## config.mk

```make
export PLATFORM = sky130hd
export DESIGN_NAME = twi_mem_slave
export DESIGN_NICKNAME = d
export VERILOG_FILES = /design/src/rtl/twi_mem_pkg.sv /design/src/rtl/twi_line_sync.sv /design/src/rtl/twi_addr_ctr.sv /design/src/rtl/twi_mem_slave.sv
export SDC_FILE = /design/constraint.sdc
export NUM_CORES = 1
export LEC_CHECK = 0
export CORE_UTILIZATION = 50
export DETAILED_ROUTE_END_ITERATION = 7
export PLACE_DENSITY = 0.74
export SETUP_SLACK_MARGIN = 0.02
export SYNTH_ARGS = -nofsm -noshare
export SYNTH_HDL_FRONTEND = slang
export SYNTH_SLANG_ARGS = --single-unit
```

## constraint.sdc

```tcl
create_clock -name clk -period 3.3 [get_ports clk]
set_input_delay 0.66 -clock clk [delete_from_list [all_inputs] [get_ports clk]]
set_output_delay 0.66 -clock clk [all_outputs]
set_load 0.02 [all_outputs]
```

## src/rtl/twi_mem_pkg.sv

```systemverilog
`timescale 1ns/1ps
// Shared definitions for the two-wire memory slave.
// Assumes a byte-wide memory and a fixed 4-bit device type code.
package twi_mem_pkg;

    // Which byte of a transfer the slave is currently handling.
    typedef enum logic [2:0] {
        PH_IDLE,   // not addressed: ignore the bus until START
        PH_CTRL,   // receiving the control byte
        PH_AHI,    // receiving the upper address byte
        PH_ALO,    // receiving the lower address byte
        PH_WDATA,  // receiving write data bytes
        PH_TX      // sending read data bytes
    } phase_t;

    localparam int unsigned BYTE_W   = 8;
    localparam logic [3:0]  DEV_CODE = 4'b1010;

endpackage

```

## src/rtl/twi_line_sync.sv

```systemverilog
`timescale 1ns/1ps
// Brings the bus clock and data wires into the system clock domain and flags
// clock edges and START/STOP conditions as one-cycle pulses.
// Assumes the system clock is much faster than the bus clock, so each bus
// level lasts several system cycles. Reset value of both lines is idle-high.
module twi_line_sync #(
    parameter int unsigned STAGES = 2
) (
    input  logic clk,
    input  logic rst_n,
    input  logic scl_i,
    input  logic sda_i,
    output logic scl_o,
    output logic sda_o,
    output logic scl_rise,
    output logic scl_fall,
    output logic start_ev,
    output logic stop_ev
);
    localparam int unsigned LAST = STAGES - 1;

    logic [STAGES-1:0] scl_p;
    logic [STAGES-1:0] sda_p;
    logic              scl_d;
    logic              sda_d;

    // Synchronizer chains plus one extra stage for edge comparison.
    always_ff @(posedge clk) begin
        if (!rst_n) begin
            scl_p <= '1;
            sda_p <= '1;
            scl_d <= 1'b1;
            sda_d <= 1'b1;
        end else begin
            scl_p <= {scl_p[STAGES-2:0], scl_i};
            sda_p <= {sda_p[STAGES-2:0], sda_i};
            scl_d <= scl_p[LAST];
            sda_d <= sda_p[LAST];
        end
    end

    assign scl_o    = scl_p[LAST];
    assign sda_o    = sda_p[LAST];
    // Edge and bus-condition decode from the last two samples.
    assign scl_rise = scl_o & ~scl_d;
    assign scl_fall = ~scl_o & scl_d;
    assign start_ev = scl_o & scl_d & sda_d & ~sda_o;
    assign stop_ev  = scl_o & scl_d & ~sda_d & sda_o;

endmodule

```

## src/rtl/twi_addr_ctr.sv

```systemverilog
`timescale 1ns/1ps
// Byte address pointer of the memory slave. The two address bytes load the
// upper and lower parts; each read or written byte advances it by one,
// wrapping at the top of the array.
// Assumes ADDR_W is between 9 and 16, so the upper part fits in one byte.
module twi_addr_ctr #(
    parameter int unsigned ADDR_W = 12
) (
    input  logic              clk,
    input  logic              rst_n,
    input  logic              load_hi,
    input  logic              load_lo,
    input  logic [ADDR_W-9:0] hi_val,
    input  logic [7:0]        lo_val,
    input  logic              inc,
    output logic [ADDR_W-1:0] addr
);
    localparam logic [ADDR_W-1:0] TOP = '1;

    // Pointer register: loads take priority over the increment.
    always_ff @(posedge clk) begin
        if (!rst_n) begin
            addr <= '0;
        end else if (load_hi) begin
            addr[ADDR_W-1:8] <= hi_val;
        end else if (load_lo) begin
            addr[7:0] <= lo_val;
        end else if (inc) begin
            addr <= addr + 1'b1;
        end
    end

    // the pointer rolls over from the last byte to the first.
    a_r9_wrap_to_zero: assert property (@(posedge clk) disable iff (!rst_n)
        (inc && !load_hi && !load_lo && addr == TOP) |=> (addr == '0));

endmodule

```

## src/rtl/twi_mem_slave.sv

```systemverilog
`timescale 1ns/1ps
// Bus-side slave of a 4096 x 8 serial memory on an open-drain two-wire bus.
// Decodes control, address and data bytes, strobes writes into the storage
// side and shifts read data out, acknowledging each accepted byte.
// Assumes clk runs at least 8x the bus clock, mem_rdata follows mem_addr
// within a few cycles, and an outside sequencer raises prog_busy while it
// programs the array.
module twi_mem_slave
    import twi_mem_pkg::*;
#(
    parameter int unsigned ADDR_W      = 12,
    parameter int unsigned SYNC_STAGES = 2
) (
    input  logic              clk,
    input  logic              rst_n,
    input  logic              scl_in,
    input  logic              sda_in,
    output logic              sda_pull_low,
    input  logic [2:0]        chip_sel,
    input  logic              prog_busy,
    output logic [ADDR_W-1:0] mem_addr,
    output logic              mem_we,
    output logic [BYTE_W-1:0] mem_wdata,
    input  logic [BYTE_W-1:0] mem_rdata
);
    localparam int unsigned HI_W    = ADDR_W - 8;
    localparam logic [3:0]  ACK_CNT = 4'd8;   // ninth clock slot
    localparam logic [3:0]  END_CNT = 4'd9;   // ninth clock has risen

    logic scl_s, sda_s, scl_rise, scl_fall, start_ev, stop_ev;

    phase_t            phase;
    logic [3:0]        bit_cnt;
    logic [BYTE_W-1:0] sh;
    logic [BYTE_W-1:0] tx;
    logic              oe;
    logic              ack_q;
    logic              rd_q;
    logic              m_nack;
    logic              we_q;
    logic              ld_hi_q;
    logic              ld_lo_q;
    logic              tx_inc;
    logic              byte_ok;
    logic              ack_ok;

    twi_line_sync #(.STAGES(SYNC_STAGES)) i_sync (
        .clk      (clk),
        .rst_n    (rst_n),
        .scl_i    (scl_in),
        .sda_i    (sda_in),
        .scl_o    (scl_s),
        .sda_o    (sda_s),
        .scl_rise (scl_rise),
        .scl_fall (scl_fall),
        .start_ev (start_ev),
        .stop_ev  (stop_ev)
    );

    twi_addr_ctr #(.ADDR_W(ADDR_W)) i_addr (
        .clk     (clk),
        .rst_n   (rst_n),
        .load_hi (ld_hi_q),
        .load_lo (ld_lo_q),
        .hi_val  (sh[HI_W-1:0]),
        .lo_val  (sh),
        .inc     (we_q | tx_inc),
        .addr    (mem_addr)
    );

    // Decide whether the byte just received earns an acknowledge.
    always_comb begin
        byte_ok = 1'b1;
        if (phase == PH_CTRL) begin
            byte_ok = (sh[7:4] == DEV_CODE) && (sh[3:1] == chip_sel);
        end
        ack_ok = byte_ok && !prog_busy;
    end

    // Transfer sequencer: bit counting, acknowledge and data-wire control.
    always_ff @(posedge clk) begin
        if (!rst_n) begin
            phase   <= PH_IDLE;
            bit_cnt <= '0;
            sh      <= '0;
            tx      <= '0;
            oe      <= 1'b0;
            ack_q   <= 1'b0;
            rd_q    <= 1'b0;
            m_nack  <= 1'b0;
            we_q    <= 1'b0;
            ld_hi_q <= 1'b0;
            ld_lo_q <= 1'b0;
            tx_inc  <= 1'b0;
            mem_wdata <= '0;
        end else begin
            we_q    <= 1'b0;
            ld_hi_q <= 1'b0;
            ld_lo_q <= 1'b0;
            tx_inc  <= 1'b0;
            if (start_ev) begin
                phase   <= PH_CTRL;
                bit_cnt <= '0;
                oe      <= 1'b0;
                ack_q   <= 1'b0;
            end else if (stop_ev) begin
                phase   <= PH_IDLE;
                bit_cnt <= '0;
                oe      <= 1'b0;
            end else if (phase != PH_IDLE) begin
                if (scl_rise) begin
                    if (bit_cnt < ACK_CNT) begin
                        if (phase != PH_TX) sh <= {sh[BYTE_W-2:0], sda_s};
                        bit_cnt <= bit_cnt + 4'd1;
                    end else if (bit_cnt == ACK_CNT) begin
                        bit_cnt <= END_CNT;
                        if (phase == PH_TX) m_nack <= sda_s;
                    end
                end else if (scl_fall) begin
                    if (bit_cnt == ACK_CNT) begin
                        if (phase == PH_TX) begin
                            oe <= 1'b0;
                        end else begin
                            ack_q <= ack_ok;
                            oe    <= ack_ok;
                            if (ack_ok) begin
                                case (phase)
                                    PH_CTRL:  rd_q    <= sh[0];
                                    PH_AHI:   ld_hi_q <= 1'b1;
                                    PH_ALO:   ld_lo_q <= 1'b1;
                                    PH_WDATA: begin
                                        we_q      <= 1'b1;
                                        mem_wdata <= sh;
                                    end
                                    default: ;
                                endcase
                            end
                        end
                    end else if (bit_cnt == END_CNT) begin
                        bit_cnt <= '0;
                        if (phase == PH_TX) begin
                            if (m_nack) begin
                                phase <= PH_IDLE;
                                oe    <= 1'b0;
                            end else begin
                                tx     <= mem_rdata;
                                tx_inc <= 1'b1;
                                oe     <= ~mem_rdata[BYTE_W-1];
                            end
                        end else if (!ack_q) begin
                            phase <= PH_IDLE;
                            oe    <= 1'b0;
                        end else begin
                            oe <= 1'b0;
                            case (phase)
                                PH_CTRL: begin
                                    if (rd_q) begin
                                        phase  <= PH_TX;
                                        tx     <= mem_rdata;
                                        tx_inc <= 1'b1;
                                        oe     <= ~mem_rdata[BYTE_W-1];
                                    end else begin
                                        phase <= PH_AHI;
                                    end
                                end
                                PH_AHI:  phase <= PH_ALO;
                                PH_ALO:  phase <= PH_WDATA;
                                default: phase <= phase;
                            endcase
                        end
                    end else if (phase == PH_TX && bit_cnt != 4'd0) begin
                        oe <= ~tx[3'd7 - bit_cnt[2:0]];
                    end
                end
            end
        end
    end

    assign sda_pull_low = oe;
    assign mem_we       = we_q;

    // the pull on the data wire moves only while the clock wire is low.
    a_r4_pull_moves_scl_low: assert property (@(posedge clk) disable iff (!rst_n)
        !$stable(oe) |-> !scl_s);

    // no acknowledge is given to a received byte while busy.
    a_r6_busy_no_ack: assert property (@(posedge clk) disable iff (!rst_n)
        (scl_fall && bit_cnt == ACK_CNT && phase != PH_TX && phase != PH_IDLE
         && prog_busy) |=> !oe);

    // a STOP releases the bus and idles the slave.
    a_r2_stop_idles: assert property (@(posedge clk) disable iff (!rst_n)
        stop_ev |=> (phase == PH_IDLE && !oe));

    // write strobes only come from the data phase of a write.
    a_r5_we_in_write: assert property (@(posedge clk) disable iff (!rst_n)
        we_q |-> (phase == PH_WDATA));

    // each accepted data byte gives exactly one strobe cycle.
    a_r5_we_single: assert property (@(posedge clk) disable iff (!rst_n)
        we_q |=> !we_q);

    // after a master NACK the slave lets go of the data wire.
    a_r10_nack_release: assert property (@(posedge clk) disable iff (!rst_n)
        (phase == PH_TX && scl_fall && bit_cnt == END_CNT && m_nack)
        |=> (!oe && phase == PH_IDLE));

endmodule

```

==> qor.yml, run 1 <==
status: "finished, final reports clean"
path_buf_inv: 1
hold_class: "reg -> reg"
grt_use_total: 0.221
ir_drop_mv: 0.302
drt_first_pass_iters: 4
power_frac_comb: 0.043
tns_ps: 0
cts_buffer_depth: 2
ioPinCount: 38
cts.sinks: 57
crit_chain: "inv_1 -> ha_1 -> nand2b_1 -> nor4_1 -> nand3_1 -> mux2i_1 -> nor2_1"
async_flop_share: 0
ys_ff_latch: 57
yosys_warnings: 0
cts_resized: 0
startpoint_type: "flop"
die_area_sq_um: 5930
p_switching_mw: 0.301
htreeDepth: 3
die_w_um: 77.0
vias: 2426
reg2reg_slack_ps: 1020
yosysTopAreaCellShare: 0.406
cellPowerDensity_nw_per_um2: 407
synthToLayoutAreaGrowth_pct: 21.1
slowest_stage: "nand3_1"
pwr-share-clk: 0.455
required_ps: 3500
path_max_fanout: 9
r2r_start: "i_sync.scl_d"
synth_edf_count: 0
power.share.sequential: 0.502
cp_data_arrival_time_ps: 2480
critical_path_class: "reg -> reg"
postCtsHoldBufs: 0
swShare: 0.217
r2r_cells: 7
synth_ff_type: "dfxtp_1"
avgSynthCellArea_sq_um: 8.69
synth_nets: 348
ys_seq_area_frac: 0.406
post_cts_buffers: 0
max_stage_delay_ps: 490
period_needed_ps: 2280
dr.first_iter.drc_count: 120
power_mw: 1.39
cts_tree: "yes"
fmax_ghz: 0.439
cp-endpoint: "tx[4]"
grt_overflow: 0
worst_clock_skew_ps: 9.03
path_clk_slew_ps: 60
hold_viol_final: 0
max_slew_margin: 0.501
rsz0062_at_grt: "no"
yosys-top-cells-area: "dfxtp_1 (41%), mux2i_1 (11%), nor2_1 (6.9%), ha_1 (3.6%), o21ai_0 (3.4%)"
start_util: 0.534
n_antenna_cell: 0
gp_congestion: 0.877
grt_pass1_wl_um: 10200
postSynthCellCount: 324
cp-end-kind: "flop"
startpoint: "i_sync.scl_d"
antenna_found_initial: 0
cellLeakagePower_nw: 1.31
grt_max_degree: 38
finalCritPeriodShare: 0.690
critPathTopFamily: "simple AND/OR/NAND/NOR gates"
drc: 0
syn_area_sq_um: 2810
cp.depth: 7
drtAntennaViolNets: 0
die_h_um: 77.0
slew_viol_final: 0
synth_top_cell_by_area: "dfxtp_1"
clock_latency_ps: 340
clockRootBuffer: "clkbuf_8"
drive_gt1_frac: 0.0577
r2r_end: "tx[4]"
port_buffers: 37
wl_per_cell_um: 14.3
internal_power_mw: 1.09
core_area_sq_um: 5270
maxCapViolations: 0
core.rowCount: 26
cts_buffers: 9
setup_viol: 0
grt_pass1_vias: 2149
worst_slew_pin_slew_ps: 748
final_nets: 383
hpwl_um: 4340
wl_um: 6190
routed_via_density: 5.59
ys_types: 46
==> layout make-up <==
class                      instances  area (sq um)
fill                             465          1860
sequential                        57          1140
tap                               70          87.6
multi-input combinational        246          1590
inverter                           7          26.3
clock buffer                      13           149
clock inverter                     3          40.0
timing repair buffer              38           378
==> cells in the final DEF (no fill, tap or decap), types with 4 or more instances in the layout <==
master	n
inv_1	6
dfxtp_1	57
nand3b_1	4
nand2_1	22
nand3_1	8
clkbuf_8	10
or2_2	4
nand2b_1	12
a21oi_1	14
nor3_1	5
o21ai_0	19
a211oi_1	4
nand4_1	4
nor2b_1	4
mux2i_1	30
or3_1	5
nor2_1	52
xor2_1	7
ha_1	8
clkdlybuf4s50_1	37
and3_1	5
==> worst register-to-register path, stage by stage (launching register included) <==
cell and delay (ps):
dfxtp_1 360, inv_1 70, ha_1 260, nand2b_1 220, nor4_1 390, nand3_1 490, mux2i_1 300, nor2_1 60
==> power groups by stage <==
stage	Combinational (mW)	Clock (mW)	Sequential [mW]
CTS	0.0594	0.643	0.697
global route	0.0653	0.672	0.697
finish	0.0594	0.632	0.697
floorplan	0.0323	0	0.709
detailed placement	0.0590	0	0.712
global placement	0.0585	0	0.712
==> routing by layer <==
metal	vias up	wire length (um)	GRT usage	share of wire
li1	1213	-	-	-
met1	1142	2940	0.274	0.48
met2	60	2900	0.357	0.47
met3	11	234	0.0619	0.038
met4	0	114	0.0962	0.018
met5	-	0	0	0
==> synth_stat cells (all sizes together), types with 3 or more instances <==
| cell type | count |
|---|---|
| buf | 6 |
| nand4 | 4 |
| and3 | 5 |
| a21oi | 14 |
| nand3 | 8 |
| dfxtp | 57 |
| xnor2 | 3 |
| clkbuf | 8 |
| xor2 | 7 |
| nor4bb | 3 |
| o21ai | 19 |
| nor3 | 6 |
| or3 | 5 |
| nand2 | 22 |
| a22o | 3 |
| or2 | 4 |
| mux2i | 30 |
| nor2 | 52 |
| ha | 8 |
| nand2b | 12 |
| o31ai | 3 |
| inv | 7 |
| nand3b | 4 |
| nor2b | 4 |
| a211oi | 4 |
==> registers in the layout, indices dropped and copies added (netlist names), 2 cells and up <==
register      flops
bit_cnt           4
i_addr.addr      12
i_sync.scl_p      2
i_sync.sda_p      2
mem_wdata         8
phase             3
sh                8
tx                8
==> cell families after synthesis <==
kind of cell               Yosys count  share of synthesized area
xor gates and xnor gates            10                     0.0311
buffers and inverters               21                     0.0307
muxes                               31                      0.115
DFF                                 57                      0.406
AOI/OAI and AO/OA                   58                      0.131
and+or+nand+nor                    139                      0.252
adders and majority gates            8                     0.0356
==> per-stage QoR <==
stage                     std cells  area [sq um]  utilization  hold slack (ps)  worst slack (ps)
after floorplan                 324          2810            -              386              1370
after global placement          418          3220        0.611              390               982
after detailed placement        418          3220        0.611              397               943
after CTS                       434          3410        0.647              410               999
after global routing            434          3410        0.647              446               779
final                           434          3410        0.647              407              1020
==> worst min-delay path by stage <==
stage / start / to / slack (ps) / depth (start not counted)
after floorplan: i_sync.scl_p[0] / i_sync.scl_p[1] / 390 / 1
after global placement: i_sync.sda_p[0] / i_sync.sda_p[1] / 390 / 1
after detailed placement: i_sync.scl_p[0] / i_sync.scl_p[1] / 400 / 1
after CTS: i_sync.scl_p[0] / i_sync.scl_p[1] / 410 / 1
after global routing: i_sync.scl_p[0] / i_sync.scl_p[1] / 450 / 1
final: i_sync.scl_p[0] / i_sync.scl_p[1] / 410 / 1
Note: power is estimated with default switching activity, not from simulation.
==> run 2: changes to the inputs <==
CORE_UTILIZATION = 49   (was 50)
PLACE_DENSITY = 0.75   (was 0.74)
clock period = 1.9 ns   (was 3.3 ns; I/O delays follow)
==> run 2 against run 1 <==
Against the previous run:
- clock power grew 71%
- sequential share of layout area shrank 2.7 points
- sequential power grew 74%
- via count grew 4.9%
- utilization grew 3.0 points
- clock skew shrank 1.7 ps
- design area grew 9.3%
- power grew 74%
- first-iteration DRC count grew 17%
- final cell count grew 6.9%
- largest cell class unchanged
- highest routed layer unchanged
==> qor.yml, run 2 (synthesis results as in run 1) <==
grt_pass1_wl_um: 11200  # was 10200 um
crit_chain: "inv_2 -> ha_4 -> nand2b_4 -> o21bai_4 -> or3_4 -> or3_1 -> a21oi_1"  # was inv_1 -> ha_1 -> nand2b_1 -> nor4_1 -> nand3_1 -> mux2i_1 -> nor2_1
final_common_cell: "dfxtp_1"  # unchanged
die_h_um: 77.8  # was 77.0 um
mostFrequentLayoutCells: "dfxtp_1 (53), nor2_1 (52), clkdlybuf4s50_1 (37)"  # was dfxtp_1 (57), nor2_1 (52), clkdlybuf4s50_1 (37)
wl_um: 6710  # was 6190 um
setup_ws_ps: 94.9  # was 1020 ps
cellLeakagePower_nw: 1.47  # was 1.31 nW
cts.sinks: 57  # unchanged
htreeDepth: 3  # unchanged
cts_buffer_depth: 2  # unchanged
setup_viol: 0  # unchanged
gp_congestion: 0.913  # was 0.877
largest_register_ffs: 12  # unchanged
grt_use_total: 0.238  # was 0.221
routed_via_density: 5.49  # was 5.59
period_needed_ps: 1810  # was 2280 ps
slowest_stage: "or3_1"  # was nand3_1
port_buffers: 37  # unchanged
critPathTopFamily: "simple AND/OR/NAND/NOR gates"  # unchanged
slew_viol_final: 0  # unchanged
power_mw: 2.42  # was 1.39 mW
clockRootBuffer: "clkbuf_8"  # unchanged
finalCritPeriodShare: 0.950  # was 0.690
postCtsHoldBufs: 0  # unchanged
grt_max_degree: 23  # was 38
synthToLayoutAreaGrowth_pct: 32.4  # was 21.1%
placed_cell_area_sq_um: 3440  # was 3220 sq um
clock_latency_ps: 330  # was 340 ps
critical_path_class: "reg -> reg"  # unchanged
path_buf_inv: 1  # unchanged
required_ps: 2170  # was 3500 ps
worst_clock_skew_ps: 7.38  # was 9.03 ps
hold_class: "reg -> reg"  # unchanged
die_area_sq_um: 6050  # was 5930 sq um
design_area_sq_um: 3730  # was 3410 sq um
start_util: 0.511  # was 0.534
max_stage_delay_ps: 380  # was 490 ps
rsz0062_at_grt: "no"  # unchanged
final_nets: 411  # was 383
n_antenna_cell: 0  # unchanged
path_clk_slew_ps: 60  # about the same
drc: 0  # unchanged
drive_gt1_frac: 0.171  # was 0.0577
dr.first_iter.drc_count: 140  # was 120
hpwl_um: 5020  # was 4340 um
die_w_um: 77.8  # was 77.0 um
vias: 2546  # was 2426
ir_drop_mv: 0.435  # was 0.302 mV
cp_data_arrival_time_ps: 2070  # was 2480 ps
cp-end-kind: "flop"  # unchanged
largest-register: "i_addr.addr"  # unchanged
drtAntennaViolNets: 0  # unchanged
grt_overflow: 0  # unchanged
status: "finished, final reports clean"  # unchanged
core.rowCount: 27  # was 26
core_area_sq_um: 5510  # was 5270 sq um
startpoint_type: "flop"  # unchanged
tns_ps: 0  # unchanged
cts_tree: "yes"  # unchanged
max_slew_margin: 0.685  # was 0.501
drt_first_pass_iters: 4  # unchanged
cts_buffers: 9  # unchanged
worst_slew_pin_slew_ps: 466  # was 748 ps
hold_viol_final: 0  # unchanged
post-place-ws_ps: -177  # was 943 ps
wl_per_cell_um: 14.5  # was 14.3 um
antenna_found_initial: 0  # unchanged
cellPowerDensity_nw_per_um2: 649  # was 407 nW/um^2
grt_pass1_vias: 2381  # was 2149
ioPinCount: 38  # unchanged
path_max_fanout: 4  # was 9
fmax_ghz: 0.554  # was 0.439 GHz
maxCapViolations: 0  # unchanged
-- run 2: per-stage QoR --
step           hold WS [ps]  instances   util
5_1_grt                 423        464  0.677
4_1_cts                 408        462  0.661
2_1_floorplan           386        324      -
3_3_place_gp            389        446  0.625
3_5_place_dp            392        446  0.625
6_report                406        464  0.677
-- run 2: cell type report --
cell class,instances,area [sq um]
fill,449,1780
multi-input combinational,246,1670
sequential,57,1150
timing repair buffer,66,601
clock buffer,10,128
tap,72,90.1
clock inverter,6,58.8
inverter,7,26.3
-- run 2: what timing repair did --
| item | in CTS | in global routing |
|---|---|---|
| endpoints found under the hold margin | 0 | 0 |
| gates resized for setup | 3 | 17 |
| pin swaps | 1 | 7 |
| endpoints found under the setup margin | 4 | 10 |
| buffers inserted | 0 | 2 |
-- run 2: path summary, 6_finish.rpt --
kind                   start               to  slack, ps  cells past startpoint
max reg2reg     i_sync.scl_d            ack_q         90                      7
min reg2reg  i_sync.sda_p[0]  i_sync.sda_p[1]        410                      1
min          i_sync.sda_p[0]  i_sync.sda_p[1]        410                      1
max             i_sync.scl_d            ack_q         90                      7
-- run 2: metal layers --
metal	wire [um]	vias to the layer above	share of wire	GRT usage
met5	0	-	0	0
met4	199	0	0.030	0.119
met3	287	15	0.043	0.0435
met2	3210	71	0.48	0.386
met1	3010	1180	0.45	0.303
li1	-	1280	-	-
-- run 2: where the power goes --
| group | switching (mW) | internal, mW | leakage [nW] |
|---|---|---|---|
| Combinational | 0.0656 | 0.0675 | 0.911 |
| Sequential | 0.00465 | 1.20 | 0.461 |
| Clock | 0.481 | 0.598 | 0.0998 |
| Total | 0.551 | 1.87 | 1.47 |
-- run 2: worst reg2reg max path, stage by stage, from the launching register on --
cell,delay (ps)
dfxtp_4,360
inv_2,50
ha_4,150
nand2b_4,150
o21bai_4,180
or3_4,370
or3_1,380
a21oi_1,120
==> run 3: changes to the inputs <==
SKIP_LAST_GASP = 1   (was unset)
==> run 3 against run 2 <==
Against the previous run:
- worst hold slack barely moved
- first-iteration DRC count fell by 14%
- sequential share of layout area fell by 0.21 points
- clock-buffer cell count did not move
- via count fell by 1.3%
- final cell count rose by 0.43%
- design area rose by 0.47%
- non-clock buffer count rose by 2
- sequential power barely moved
- clock skew barely moved
- register-to-register slack got worse by 70 ps
- utilization rose by 0.32 points
- highest routed layer unchanged
==> qor.yml, run 3 (synthesis results as in run 1) <==
status: "finished, final reports clean"  # unchanged
rsz0062_at_grt: "yes"  # was no
routed_via_density: 5.39  # was 5.49
drive_gt1_frac: 0.175  # was 0.171
tns_ps: 0  # unchanged
whs_path_depth: 1  # unchanged
gp_congestion: 0.913  # unchanged
clock_latency_ps: 330  # about the same
cellPowerDensity_nw_per_um2: 649  # about the same
pwr-share-clk: 0.448  # was 0.446
critical_path_class: "reg -> reg"  # unchanged
swShare: 0.231  # was 0.228
core.rowCount: 27  # unchanged
largest-register: "i_addr.addr"  # unchanged
cp-end-kind: "flop"  # unchanged
postCtsHoldBufs: 0  # unchanged
cellLeakagePower_nw: 1.48  # was 1.47 nW
grt_pass1_vias: 2382  # was 2381
cts_buffers: 9  # unchanged
htreeDepth: 3  # unchanged
max_slew_margin: 0.663  # was 0.685
die_h_um: 77.8  # unchanged
required_ps: 2130  # was 2170 ps
core_area_sq_um: 5510  # unchanged
hpwl_um: 5020  # unchanged
n_antenna_cell: 0  # unchanged
grt_overflow: 0  # unchanged
power.share.sequential: 0.496  # was 0.499
drtAntennaViolNets: 0  # unchanged
final_nets: 413  # was 411
design_area_sq_um: 3740  # was 3730 sq um
cts_tree: "yes"  # unchanged
path_max_fanout: 2  # was 4
setup_viol: 0  # unchanged
vias: 2514  # was 2546
die_w_um: 77.8  # unchanged
worst_clock_skew_ps: 7.06  # was 7.38 ps
p_switching_mw: 0.561  # was 0.551 mW
reg2reg_slack_ps: 20  # was 90 ps
worst_slew_pin_slew_ps: 500  # was 466 ps
hold_end: "i_sync.sda_p[1]"  # unchanged
clockRootBuffer: "clkbuf_8"  # unchanged
hold_viol_final: 0  # unchanged
power_frac_comb: 0.056  # was 0.055
grt_max_degree: 23  # unchanged
largest_register_ffs: 12  # unchanged
slew_viol_final: 0  # unchanged
r2r_start: "phase[0]"  # was i_sync.scl_d
antenna_found_initial: 0  # unchanged
ir_drop_mv: 0.436  # was 0.435 mV
drt_first_pass_iters: 4  # unchanged
hp-start: "i_sync.sda_p[0]"  # unchanged
placed_cell_area_sq_um: 3440  # unchanged
fillers: 448  # was 449
dr.first_iter.drc_count: 121  # was 140
mostFrequentLayoutCells: "dfxtp_1 (55), nor2_1 (52), clkdlybuf4s50_1 (37)"  # was dfxtp_1 (53), nor2_1 (52), clkdlybuf4s50_1 (37)
port_buffers: 37  # unchanged
start_util: 0.511  # unchanged
grt_use_total: 0.238  # unchanged
cts_buffer_depth: 2  # unchanged
synthToLayoutAreaGrowth_pct: 33.0  # was 32.4%
period_needed_ps: 1880  # was 1810 ps
finalCritPeriodShare: 0.987  # was 0.950
maxCapViolations: 0  # unchanged
hold_class: "reg -> reg"  # unchanged
internal_power_mw: 1.87  # about the same
power_mw: 2.43  # was 2.42 mW
r2r_cells: 5  # was 7
path_clk_slew_ps: 70  # was 60 ps
drc: 0  # unchanged
cts.sinks: 57  # unchanged
wl_um: 6780  # was 6710 um
cp_data_arrival_time_ps: 2100  # was 2070 ps
multi_input_area_sq_um: 1680  # was 1670 sq um
wl_per_cell_um: 14.5  # about the same
die_area_sq_um: 6050  # unchanged
startpoint_type: "flop"  # unchanged
area.sequential_sq_um: 1150  # about the same
fmax_ghz: 0.533  # was 0.554 GHz
grt_pass1_wl_um: 11200  # unchanged
r2r_end: "rd_q"  # was ack_q
ioPinCount: 38  # unchanged
final_common_cell: "dfxtp_1"  # unchanged
[run 3: layout make-up]
class,count,area share
clock buffer,10,0.0341
sequential,57,0.306
clock inverter,6,0.0157
inverter,7,0.00702
timing repair buffer,68,0.164
tap,72,0.0241
multi-input combinational,246,0.449
[run 3: worst max path at each step]
stage,startpoint,to,cells after the start
3_5_place_dp,chip_sel[2],rd_q,6
5_1_grt,phase[0],rd_q,5
2_1_floorplan,i_sync.scl_d,rd_q,7
4_1_cts,i_sync.scl_d,rd_q,7
6_report,phase[0],rd_q,5
3_3_place_gp,chip_sel[1],rd_q,6
[run 3: stage by stage]
step / cells / utilization / hold WS, ps / worst slack, ps
floorplan: 324 / - / 386 / 44.1
global placement: 446 / 0.625 / 389 / -128
detailed placement: 446 / 0.625 / 392 / -177
CTS: 462 / 0.661 / 408 / -40.4
global route: 466 / 0.680 / 423 / -95.8
finish: 466 / 0.680 / 406 / 25.0
[run 3: layer usage]
layer / wire length, um / track usage / vias to the layer above
li1: - / - / 1280
met1: 3090 / 0.303 / 1163
met2: 3270 / 0.386 / 56
met3: 218 / 0.0435 / 15
met4: 202 / 0.119 / 0
met5: 0 / 0 / -
[run 3: power groups by stage]
stage	logic (mW)	clock network [mW]	registers (mW)
after global placement	0.123	0	1.23
after CTS	0.125	1.10	1.21
after detailed placement	0.124	0	1.23
after floorplan	0.0577	0	1.23
final	0.137	1.09	1.21
after global routing	0.149	1.15	1.21
[run 3: critical path, stage by stage (launching register included)]
cell	delay [ps]
dfxtp_1	320
or3b_4	390
or3_1	370
or4_4	490
mux2i_1	150
nor2_1	50
[run 3: what timing repair did]
action	in CTS	in global routing
endpoints found under the setup margin	4	24
gates resized for setup	2	17
setup buffers	0	4
pin swaps	0	5
